==> config.mk <==
export PLATFORM = sky130hd
export DESIGN_NAME = disp_pwr_seq
export DESIGN_NICKNAME = d
export VERILOG_FILES = /design/src/rtl/disp_seq_pkg.sv /design/src/rtl/disp_seq_rom.sv /design/src/rtl/disp_seq_timer.sv /design/src/rtl/disp_pwr_seq.sv
export SDC_FILE = /design/constraint.sdc
export NUM_CORES = 1
export LEC_CHECK = 0
export BUFFER_PORTS_ARGS = -buffer_cell sky130_fd_sc_hd__buf_2
export CORE_UTILIZATION = 40
export CTS_CLUSTER_DIAMETER = 30
export DETAILED_ROUTE_END_ITERATION = 12
export PLACE_DENSITY = 0.65
export SYNTH_ARGS = -nofsm -noshare
export SYNTH_HDL_FRONTEND = slang
export SYNTH_SLANG_ARGS = --single-unit
export TNS_END_PERCENT = 10
==> constraint.sdc <==
create_clock -name clk -period 8.44 [get_ports clk]
set_input_delay 0.844 -clock clk [delete_from_list [all_inputs] [get_ports clk]]
set_output_delay 0.844 -clock clk [all_outputs]
set_load 0.01 [all_outputs]
==> src/rtl/disp_seq_pkg.sv <==
package disp_seq_pkg;

  typedef enum logic [1:0] {E_WR = 2'd0, E_WAIT = 2'd1, E_END = 2'd2} ent_kind_t;

  typedef struct packed {
    ent_kind_t   kind;
    logic [7:0]  idx;
    logic [15:0] val;
  } seq_ent_t;

  localparam logic [7:0] REG_ID       = 8'h00;
  localparam logic [7:0] REG_ENTRY    = 8'h03;
  localparam logic [7:0] REG_DISP     = 8'h07;
  localparam logic [7:0] REG_PWR      = 8'h11;
  localparam logic [7:0] REG_PART_END = 8'h34;
  localparam logic [7:0] REG_PART_BEG = 8'h35;
  localparam logic [7:0] REG_HWIN_END = 8'h36;
  localparam logic [7:0] REG_HWIN_BEG = 8'h37;
  localparam logic [7:0] REG_VWIN_END = 8'h38;
  localparam logic [7:0] REG_VWIN_BEG = 8'h39;

  localparam int SEQ_LEN   = 28;
  localparam int ON_BASE   = 20;
  localparam int OFF_BASE  = 24;
  localparam int RAMP_MS   = 11;
  localparam int SETTLE_MS = 31;

  function automatic seq_ent_t mk_wr(input logic [7:0] i, input logic [15:0] v);
    mk_wr = '{kind: E_WR, idx: i, val: v};
  endfunction

  function automatic seq_ent_t mk_wait(input logic [15:0] ms);
    mk_wait = '{kind: E_WAIT, idx: 8'h00, val: ms};
  endfunction

  // Staged power value: steps 0..4 fill bits 8.. from the bottom, step 5 adds bit 5.
  function automatic logic [15:0] ramp_val(input int step);
    logic [15:0] v;
    if (step >= 5) v = 16'h0F3B;
    else           v = 16'h001B | (16'(((1 << step) - 1)) << 8);
    return v;
  endfunction

  function automatic longint wait_ticks(input logic [15:0] ms, input int tpm);
    return longint'(ms) * longint'(tpm);
  endfunction

  function automatic seq_ent_t seq_entry(input int n, input logic [15:0] on_ms);
    seq_ent_t e;
    case (n)
      0:  e = mk_wr(REG_DISP, 16'h0000);
      1:  e = mk_wr(REG_ENTRY, 16'h1030);
      2, 4, 6, 8, 10, 12: e = mk_wr(REG_PWR, ramp_val((n - 2) / 2));
      3, 5, 7, 9, 11: e = mk_wait(16'(RAMP_MS));
      13: e = mk_wait(16'(SETTLE_MS));
      14: e = mk_wr(REG_HWIN_END, 16'd239);
      15: e = mk_wr(REG_HWIN_BEG, 16'd0);
      16: e = mk_wr(REG_VWIN_END, 16'd319);
      17: e = mk_wr(REG_VWIN_BEG, 16'd0);
      18: e = mk_wr(REG_PART_END, 16'd319);
      19: e = mk_wr(REG_PART_BEG, 16'd0);
      20: e = mk_wr(REG_DISP, 16'h0012);
      21: e = mk_wait(on_ms);
      22: e = mk_wr(REG_DISP, 16'h0013);
      24: e = mk_wr(REG_DISP, 16'h0012);
      25: e = mk_wait(on_ms);
      26: e = mk_wr(REG_DISP, 16'h0000);
      default: e = '{kind: E_END, idx: 8'h00, val: 16'h0000};
    endcase
    return e;
  endfunction

endpackage

==> src/rtl/disp_seq_rom.sv <==
module disp_seq_rom
  import disp_seq_pkg::*;
#(
  parameter int IDX_W      = 5,
  parameter int ON_WAIT_MS = 20
) (
  input  logic [IDX_W-1:0] addr_i,
  output seq_ent_t         ent_o
);
  always_comb ent_o = seq_entry(int'(addr_i), 16'(ON_WAIT_MS));
endmodule

==> src/rtl/disp_seq_timer.sv <==
module disp_seq_timer #(
  parameter int CNT_W = 16
) (
  input  logic             clk,
  input  logic             rst_n,
  input  logic             load_i,
  input  logic [CNT_W-1:0] ticks_i,
  output logic             run_o,
  output logic             expire_o
);
  logic [CNT_W-1:0] cnt_q;

  always_ff @(posedge clk or negedge rst_n) begin
    if (!rst_n)              cnt_q <= '0;
    else if (load_i)         cnt_q <= ticks_i;
    else if (cnt_q != '0)    cnt_q <= cnt_q - 1'b1;
  end

  assign run_o    = (cnt_q != '0);
  assign expire_o = (cnt_q == CNT_W'(1));
endmodule

==> src/rtl/disp_pwr_seq.sv <==
module disp_pwr_seq
  import disp_seq_pkg::*;
#(
  parameter int          TICKS_PER_MS = 100000,
  parameter int          ON_WAIT_MS   = 20,
  parameter logic [15:0] EXPECT_ID    = 16'h0154
) (
  input  logic        clk,
  input  logic        rst_n,
  input  logic        start_i,
  input  logic        on_req_i,
  input  logic        off_req_i,
  output logic        busy_o,
  output logic        id_err_o,
  output logic        cmd_valid_o,
  output logic        cmd_read_o,
  output logic [7:0]  cmd_index_o,
  output logic [15:0] cmd_wdata_o,
  input  logic        eng_done_i,
  input  logic [15:0] eng_rdata_i
);
  localparam int MAX_MS = (ON_WAIT_MS > SETTLE_MS) ? ON_WAIT_MS : SETTLE_MS;
  localparam int CNT_W  = $clog2(MAX_MS * TICKS_PER_MS + 1);
  localparam int IDX_W  = $clog2(SEQ_LEN);

  typedef enum logic [2:0] {S_IDLE, S_ID, S_STEP, S_CMD, S_WAIT} state_t;

  state_t           state;
  logic [IDX_W-1:0] ptr;
  logic             busy_q, err_q, vld_q, rd_q;
  logic [7:0]       idx_q;
  logic [15:0]      dat_q;
  seq_ent_t         cur;
  logic             tmr_load, tmr_run, tmr_expire;
  logic [CNT_W-1:0] tmr_ticks;

  // Named events for the checker
  logic id_match, wait_active, step_adv, req_accept;

  assign id_match    = (eng_rdata_i == EXPECT_ID);
  assign wait_active = (state == S_WAIT);
  assign step_adv    = ((state == S_CMD) && eng_done_i) || ((state == S_WAIT) && tmr_expire);
  assign req_accept  = (state == S_IDLE) && (start_i || on_req_i || off_req_i);
  assign tmr_load    = (state == S_STEP) && (cur.kind == E_WAIT);
  assign tmr_ticks   = CNT_W'(wait_ticks(cur.val, TICKS_PER_MS));

  disp_seq_rom #(.IDX_W(IDX_W), .ON_WAIT_MS(ON_WAIT_MS)) u_rom (
    .addr_i (ptr),
    .ent_o  (cur)
  );

  disp_seq_timer #(.CNT_W(CNT_W)) u_tmr (
    .clk      (clk),
    .rst_n    (rst_n),
    .load_i   (tmr_load),
    .ticks_i  (tmr_ticks),
    .run_o    (tmr_run),
    .expire_o (tmr_expire)
  );

  always_ff @(posedge clk or negedge rst_n) begin
    if (!rst_n) begin
      state  <= S_IDLE;
      ptr    <= '0;
      busy_q <= 1'b0;
      err_q  <= 1'b0;
      vld_q  <= 1'b0;
      rd_q   <= 1'b0;
      idx_q  <= '0;
      dat_q  <= '0;
    end else begin
      case (state)
        S_IDLE: begin
          if (start_i) begin
            state  <= S_ID;
            busy_q <= 1'b1;
            err_q  <= 1'b0;
            vld_q  <= 1'b1;
            rd_q   <= 1'b1;
            idx_q  <= REG_ID;
            dat_q  <= '0;
          end else if (on_req_i || off_req_i) begin
            state  <= S_STEP;
            busy_q <= 1'b1;
            err_q  <= 1'b0;
            ptr    <= on_req_i ? IDX_W'(ON_BASE) : IDX_W'(OFF_BASE);
          end
        end
        S_ID: begin
          if (eng_done_i) begin
            vld_q <= 1'b0;
            rd_q  <= 1'b0;
            if (id_match) begin
              ptr   <= '0;
              state <= S_STEP;
            end else begin
              err_q  <= 1'b1;
              busy_q <= 1'b0;
              state  <= S_IDLE;
            end
          end
        end
        S_STEP: begin
          case (cur.kind)
            E_WR: begin
              vld_q <= 1'b1;
              idx_q <= cur.idx;
              dat_q <= cur.val;
              state <= S_CMD;
            end
            E_WAIT: state <= S_WAIT;
            default: begin
              busy_q <= 1'b0;
              state  <= S_IDLE;
            end
          endcase
        end
        S_CMD: begin
          if (eng_done_i) begin
            vld_q <= 1'b0;
            ptr   <= ptr + 1'b1;
            state <= S_STEP;
          end
        end
        S_WAIT: begin
          if (tmr_expire) begin
            ptr   <= ptr + 1'b1;
            state <= S_STEP;
          end
        end
        default: state <= S_IDLE;
      endcase
    end
  end

  assign busy_o      = busy_q;
  assign id_err_o    = err_q;
  assign cmd_valid_o = vld_q;
  assign cmd_read_o  = rd_q;
  assign cmd_index_o = idx_q;
  assign cmd_wdata_o = dat_q;
endmodule

# Word-level counts from Yosys, hierarchy flattened
# Cells that the tools add are included.
# word_totals
ff_bits,58
input_bits,22
output_inout_bits,28
wordCells,130
# op_classes
addsub,5
n_mul,1
order_cmp,1
eq_ne,44
shift,1
n_mux,42
bitwise_logic,1
n_reduce_logical,26
# ops
cell,count
26-bit case mux with 14 select lines,1
"5-bit == test, second input constant",10
16-bit 2-to-1 mux,3
22-bit 2-to-1 mux,2
"5-bit by 4-bit == test with 1-bit output, second input constant",8
32-bit by 1-bit adder with 32-bit output,1
"32-bit by 4-bit >= comparator with 1-bit output, second input constant",1
16-bit case mux with 2 select lines,1
"1-bit by 32-bit left shift with 8-bit output, first input constant",1
5-bit 2-to-1 mux,6
"22-bit by 1-bit == test with 1-bit output, second input constant",1
22-bit nonzero test,1
"22-bit by 1-bit subtractor with 22-bit output, second input constant",1
"5-bit by 3-bit == test with 1-bit output, second input constant",4
5-bit case mux with 4 select lines,1
"16-bit by 12-bit multiplier with 17-bit output, second input constant",1
"16-bit by 9-bit == test with 1-bit output, second input constant",1
8-bit 2-to-1 mux,2
"2-bit inequality test, second input constant",8
8-bit case mux with 2 select lines,1
3-bit 2-to-1 mux,5
3-bit case mux with 5 select lines,1
1-bit 2-to-1 mux,12
4-bit AND reduction,3
31 further kinds,45

# Longest topological paths before layout
# depth
ltp_word,11
depth_mapped,36
mapped_depth_nobuf,34

# By module
# From an unflattened synthesis, not the netlist that was laid out.
# hier_totals
cells_unflattened,675
hier_area_um2,6228.5
# by_module_without_submodules
mod,instances,cells_per_inst,area_each_um2,seq_area_each_um2
disp_pwr_seq,1,361,3648.5,900.9
disp_seq_timer,1,147,1488.9,550.5
disp_seq_rom,1,167,1091.0,0.0

# Worst setup path after synthesis
# Ideal clock, no wire load.
# synth_path
kind,reg2reg
start,reg ptr[2]
end,reg u_tmr.cnt_q[21]
setup_ns,0.137
t_arrival_ns,8.040
required_ns,8.303
slack_ns,0.263
stages_incl_launch_ff,37
path_buffers,2
synth_period_minus_slack_ns,8.177
cell_sequence,dfrtp_1 -> buf_2 -> clkbuf_1 -> inv_1 -> ha_1 -> nor3b_1 -> and2_1 -> ha_1 -> ha_1 -> nand3_1 -> ha_1 -> or4_1 -> nor3_2 -> and3_1 -> nand3b_1 -> ha_1 -> or2_2 -> a21oi_1 -> a31oi_1 -> o21a_1 -> ha_1 -> inv_1 -> fa_1 -> inv_1 -> ha_1 -> inv_1 -> fa_1 -> inv_1 -> ha_1 -> or3_1 -> a211o_1 -> a31oi_1 -> nor2b_1 -> o21a_1 -> o41a_1 -> xnor2_1 -> a21oi_1
# synth_via
elab_chain_cells,9
word_cells_on_any_way,44
classes_between,add/sub (3); mul (1); order compare (1); eq/ne (26); shift (1); mux (3); bitwise (1); reduce/logical (8)
# synth_lines
item,line,text
start: declaration,disp_pwr_seq.sv:29,logic [IDX_W-1:0] ptr;
start signal: assignment,disp_pwr_seq.sv:86,ptr <= on_req_i ? IDX_W'(ON_BASE) : IDX_W'(OFF_BASE);
start signal: assignment,disp_pwr_seq.sv:121,ptr <= ptr + 1'b1;
start signal: assignment,disp_pwr_seq.sv:127,ptr <= ptr + 1'b1;
"parallel branches: the longest is 6 deep, another holds 32-bit by 1-bit adder with 32-bit output",--,
26-bit case mux with 14 select lines (*),disp_seq_pkg.sv:50,case (n)
16-bit by 12-bit multiplier with 17-bit output,disp_seq_pkg.sv:45,return longint'(ms) * longint'(tpm);
22-bit 2-to-1 mux,disp_seq_timer.sv:15,else if (load_i) cnt_q <= ticks_i;
end signal: assignment,disp_seq_timer.sv:15,
end signal: assignment,disp_seq_timer.sv:16,else if (cnt_q != '0) cnt_q <= cnt_q - 1'b1;
end: declaration,disp_seq_timer.sv:11,logic [CNT_W-1:0] cnt_q;
# Mark *: on every way between the ends.
# A chain may end at the register's enable or synchronous reset.

# Final worst setup path
# layout_path
start,reg ptr[1]
end,reg u_tmr.cnt_q[21]
# The elaborated chain is that of the path after synthesis.

==> flow_summary.yaml <==
clocking:
  cts-root-buf: "clkbuf_16"
  cts_num_sinks: 55
  cts_buffers: 5
  clock_latency_ps: 310
  cts_max_level: 2
  clock_path_buffers: 2
  cts_hold_buf: 0
  cts_tree: "done"
  clk_pin_slew_ps: 80
synthesis:
  synth_area_leaders: "dfrtp_1 (24%), ha_1 (17%), fa_1 (9.9%)"
  synth_common_cells: "inv_1 (88), ha_1 (76), nor2_1 (61)"
  synth-main-ff-cell: "dfrtp_1"
  yosysTopAreaCellShare_pct: 24.37
  synth_most_common_cell: "inv_1"
  synth-seq-cells: 55
  ys_async_sr_fraction_pct: 100.0
  synth.distinct_cells: 64
  avgSynthCellArea_um2: 8.647
  syn-instance-count: 653
  synth_area_um2: 5647
  synth_top_cell_by_area: "dfrtp_1"
  synth_edf_count: 0
  ys_seq_area_share_pct: 24.37
  yosysWarnings: 0
critical_path:
  r2r_start: "ptr[1]$_DFFE_PN0P_"
  regToRegEndpoint: "u_tmr.cnt_q[21]$_DFFE_PN0P_"
  crit_type: "register to register"
  rr_worst_depth: 34
  cp_slowest_stage_delay_ps: 560
  path_common_cell: "ha_1"
  arrival_ps: 8170
  rrSetupSlack_ps: 450
  critPathSlowestCell: "or4_1"
  critPathMaxFanout: 6
  cp-start-kind: "register"
  end_kind: "register"
  cp.required_ps: 8620
sta:
  max_slew_margin_pct: 17.21
  final-setup-viol-count: 0
  post-route-min-period_ps: 7987
  fin_crit_sh_pct: 94.63
  finClkSkew_ps: 6.743
  finalHoldViolations: 0
  report.final.slew_viol_count: 0
  holdWs_ps: 480.2
  fmax_ghz: 0.1252
  setup_slack_ps: 453.1
  worst_pin_slew_ps: 1237
global_routing:
  antenna_found_initial: 0
  grt_pass1_vias: 4557
  grt_max_degree: 56
  grt_overflow: 0
  grt_pass1_wl_um: 21430
  grt.total_usage_pct: 18.52
die:
  coreArea_um2: 13830
  start_util_pct: 40.84
  fp.dieH_um: 120.8
  dieArea_um2: 14600
  rows: 43
  die_w_um: 120.8
  pin_count: 50
drt:
  ant_nets: 0
  first_iter_violations: 224
  routedWlPerCell_um: 14.69
  drt-total-wl_um: 12830
  vias: 4642
  viasPerCell: 5.317
  drc_errors: 0
  firstDrtPassIters: 5
placed_design:
  port-buffer-count: 47
  pre_cts_slack_ps: 325.3
  dp_hpwl_um: 10100
  gp_congestion: 0.8737
finish:
  area_delta_synth_final_pct: 10.50
  drive_gt1_share_pct: 12.55
  antennaDiodeCount: 0
  final_nets: 818
status:
  outcome: "finished clean"
min_path:
  min_from: "cmd_wdata_o[13]$_DFFE_PN0P_"
  min_path_cells: 2
  whs_endpoint: "cmd_wdata_o[13]$_DFFE_PN0P_"
  hold_class: "register to register"
job:
  drv_cap: 0
==> logic make-up after synthesis <==
group | count (synthesis) | synth area share, %
compound gates | 135 | 15.89
buf+inv | 115 | 8.021
xor+xnor | 45 | 7.379
fa+ha+maj | 104 | 26.77
mux | 4 | 0.7091
other cells | 1 | 0.06641
simple gates | 194 | 16.80
flops | 55 | 24.37
==> area by class of cell <==
class	instances	area, um2
clock buffer	5	125.1
clock inverter	3	26.28
fill	1312	7587
inverter	89	334.1
multi-input combinational	484	3841
sequential	55	1378
tap	180	225.2
timing repair buffer	57	310.3
==> metrics by stage <==
stage | area (um2) | utilization [%] | cells | setup TNS [ps]
6_report | 6240 | 45.13 | 873 | 0
2_1_floorplan | 5650 | - | 654 | 0
3_5_place_dp | 6055 | 43.79 | 863 | 0
3_3_place_gp | 6055 | 43.79 | 863 | 0
5_1_grt | 6240 | 45.13 | 873 | -13.76
4_1_cts | 6206 | 44.88 | 871 | 0
==> flip-flops by register name (all words and copies together) (netlist names), 3 cells and up <==
| register | flops |
|---|---|
| state | 3 |
| cmd_index_o | 6 |
| ptr | 5 |
| u_tmr.cnt_q | 22 |
| cmd_wdata_o | 15 |
==> what timing repair did <==
action,4_1_cts,5_1_grt
endpoints found under the setup margin,0,2
setup buffers,0,2
gates resized for setup,0,5
==> critical path: cells and delay by family, from the launching register on <==
family                     cells  cell delay [ps]
buffers and inverters          5              340
AOI/OAI and AO/OA              8             1510
xor gates and xnor gates       1              170
and+or+nand+nor               10             2390
adders and majority gates     10             2980
DFF                            1              460
==> per-layer routing <==
metal,GRT usage [%],vias up,share of wire [%]
met1,23.82,2228,44
met3,3.113,18,3.9
met2,32.15,102,51
met5,0,-,0
li1,-,2294,-
met4,4.552,0,1.3
==> worst max path at each step <==
stage                       start                          end  depth (start not counted)
2_1_floorplan  ptr[2]$_DFFE_PN0P_  u_tmr.cnt_q[21]$_DFFE_PN0P_                         36
3_3_place_gp   ptr[1]$_DFFE_PN0P_  u_tmr.cnt_q[21]$_DFFE_PN0P_                         34
3_5_place_dp   ptr[1]$_DFFE_PN0P_  u_tmr.cnt_q[21]$_DFFE_PN0P_                         34
4_1_cts        ptr[1]$_DFFE_PN0P_  u_tmr.cnt_q[21]$_DFFE_PN0P_                         34
5_1_grt        ptr[1]$_DFFE_PN0P_  u_tmr.cnt_q[21]$_DFFE_PN0P_                         34
6_report       ptr[1]$_DFFE_PN0P_  u_tmr.cnt_q[21]$_DFFE_PN0P_                         34
==> cells in the final DEF, fill, tap and decap left out, types with 5 or more instances in the layout <==
master     instances
buf_2             47
fa_1              28
xnor2_1           28
nor2_1            60
nor2b_1            5
o21ai_0           31
xor2_1            14
ha_1              75
clkbuf_16          5
or3_1              5
nand2b_1           5
o31ai_1           10
a31oi_1            5
nor4_1             7
nand3_1            8
and2_1             7
or2_2              5
a22o_1            14
dfrtp_1           54
or4_1              5
inv_1             88
o21a_1             5
a21oi_1           34
nand2_1           50
buf_4             10
nor3_1            16
Power is not shown: default switching activity piles up to over one toggle a cycle in this logic, so the estimate is an artifact.
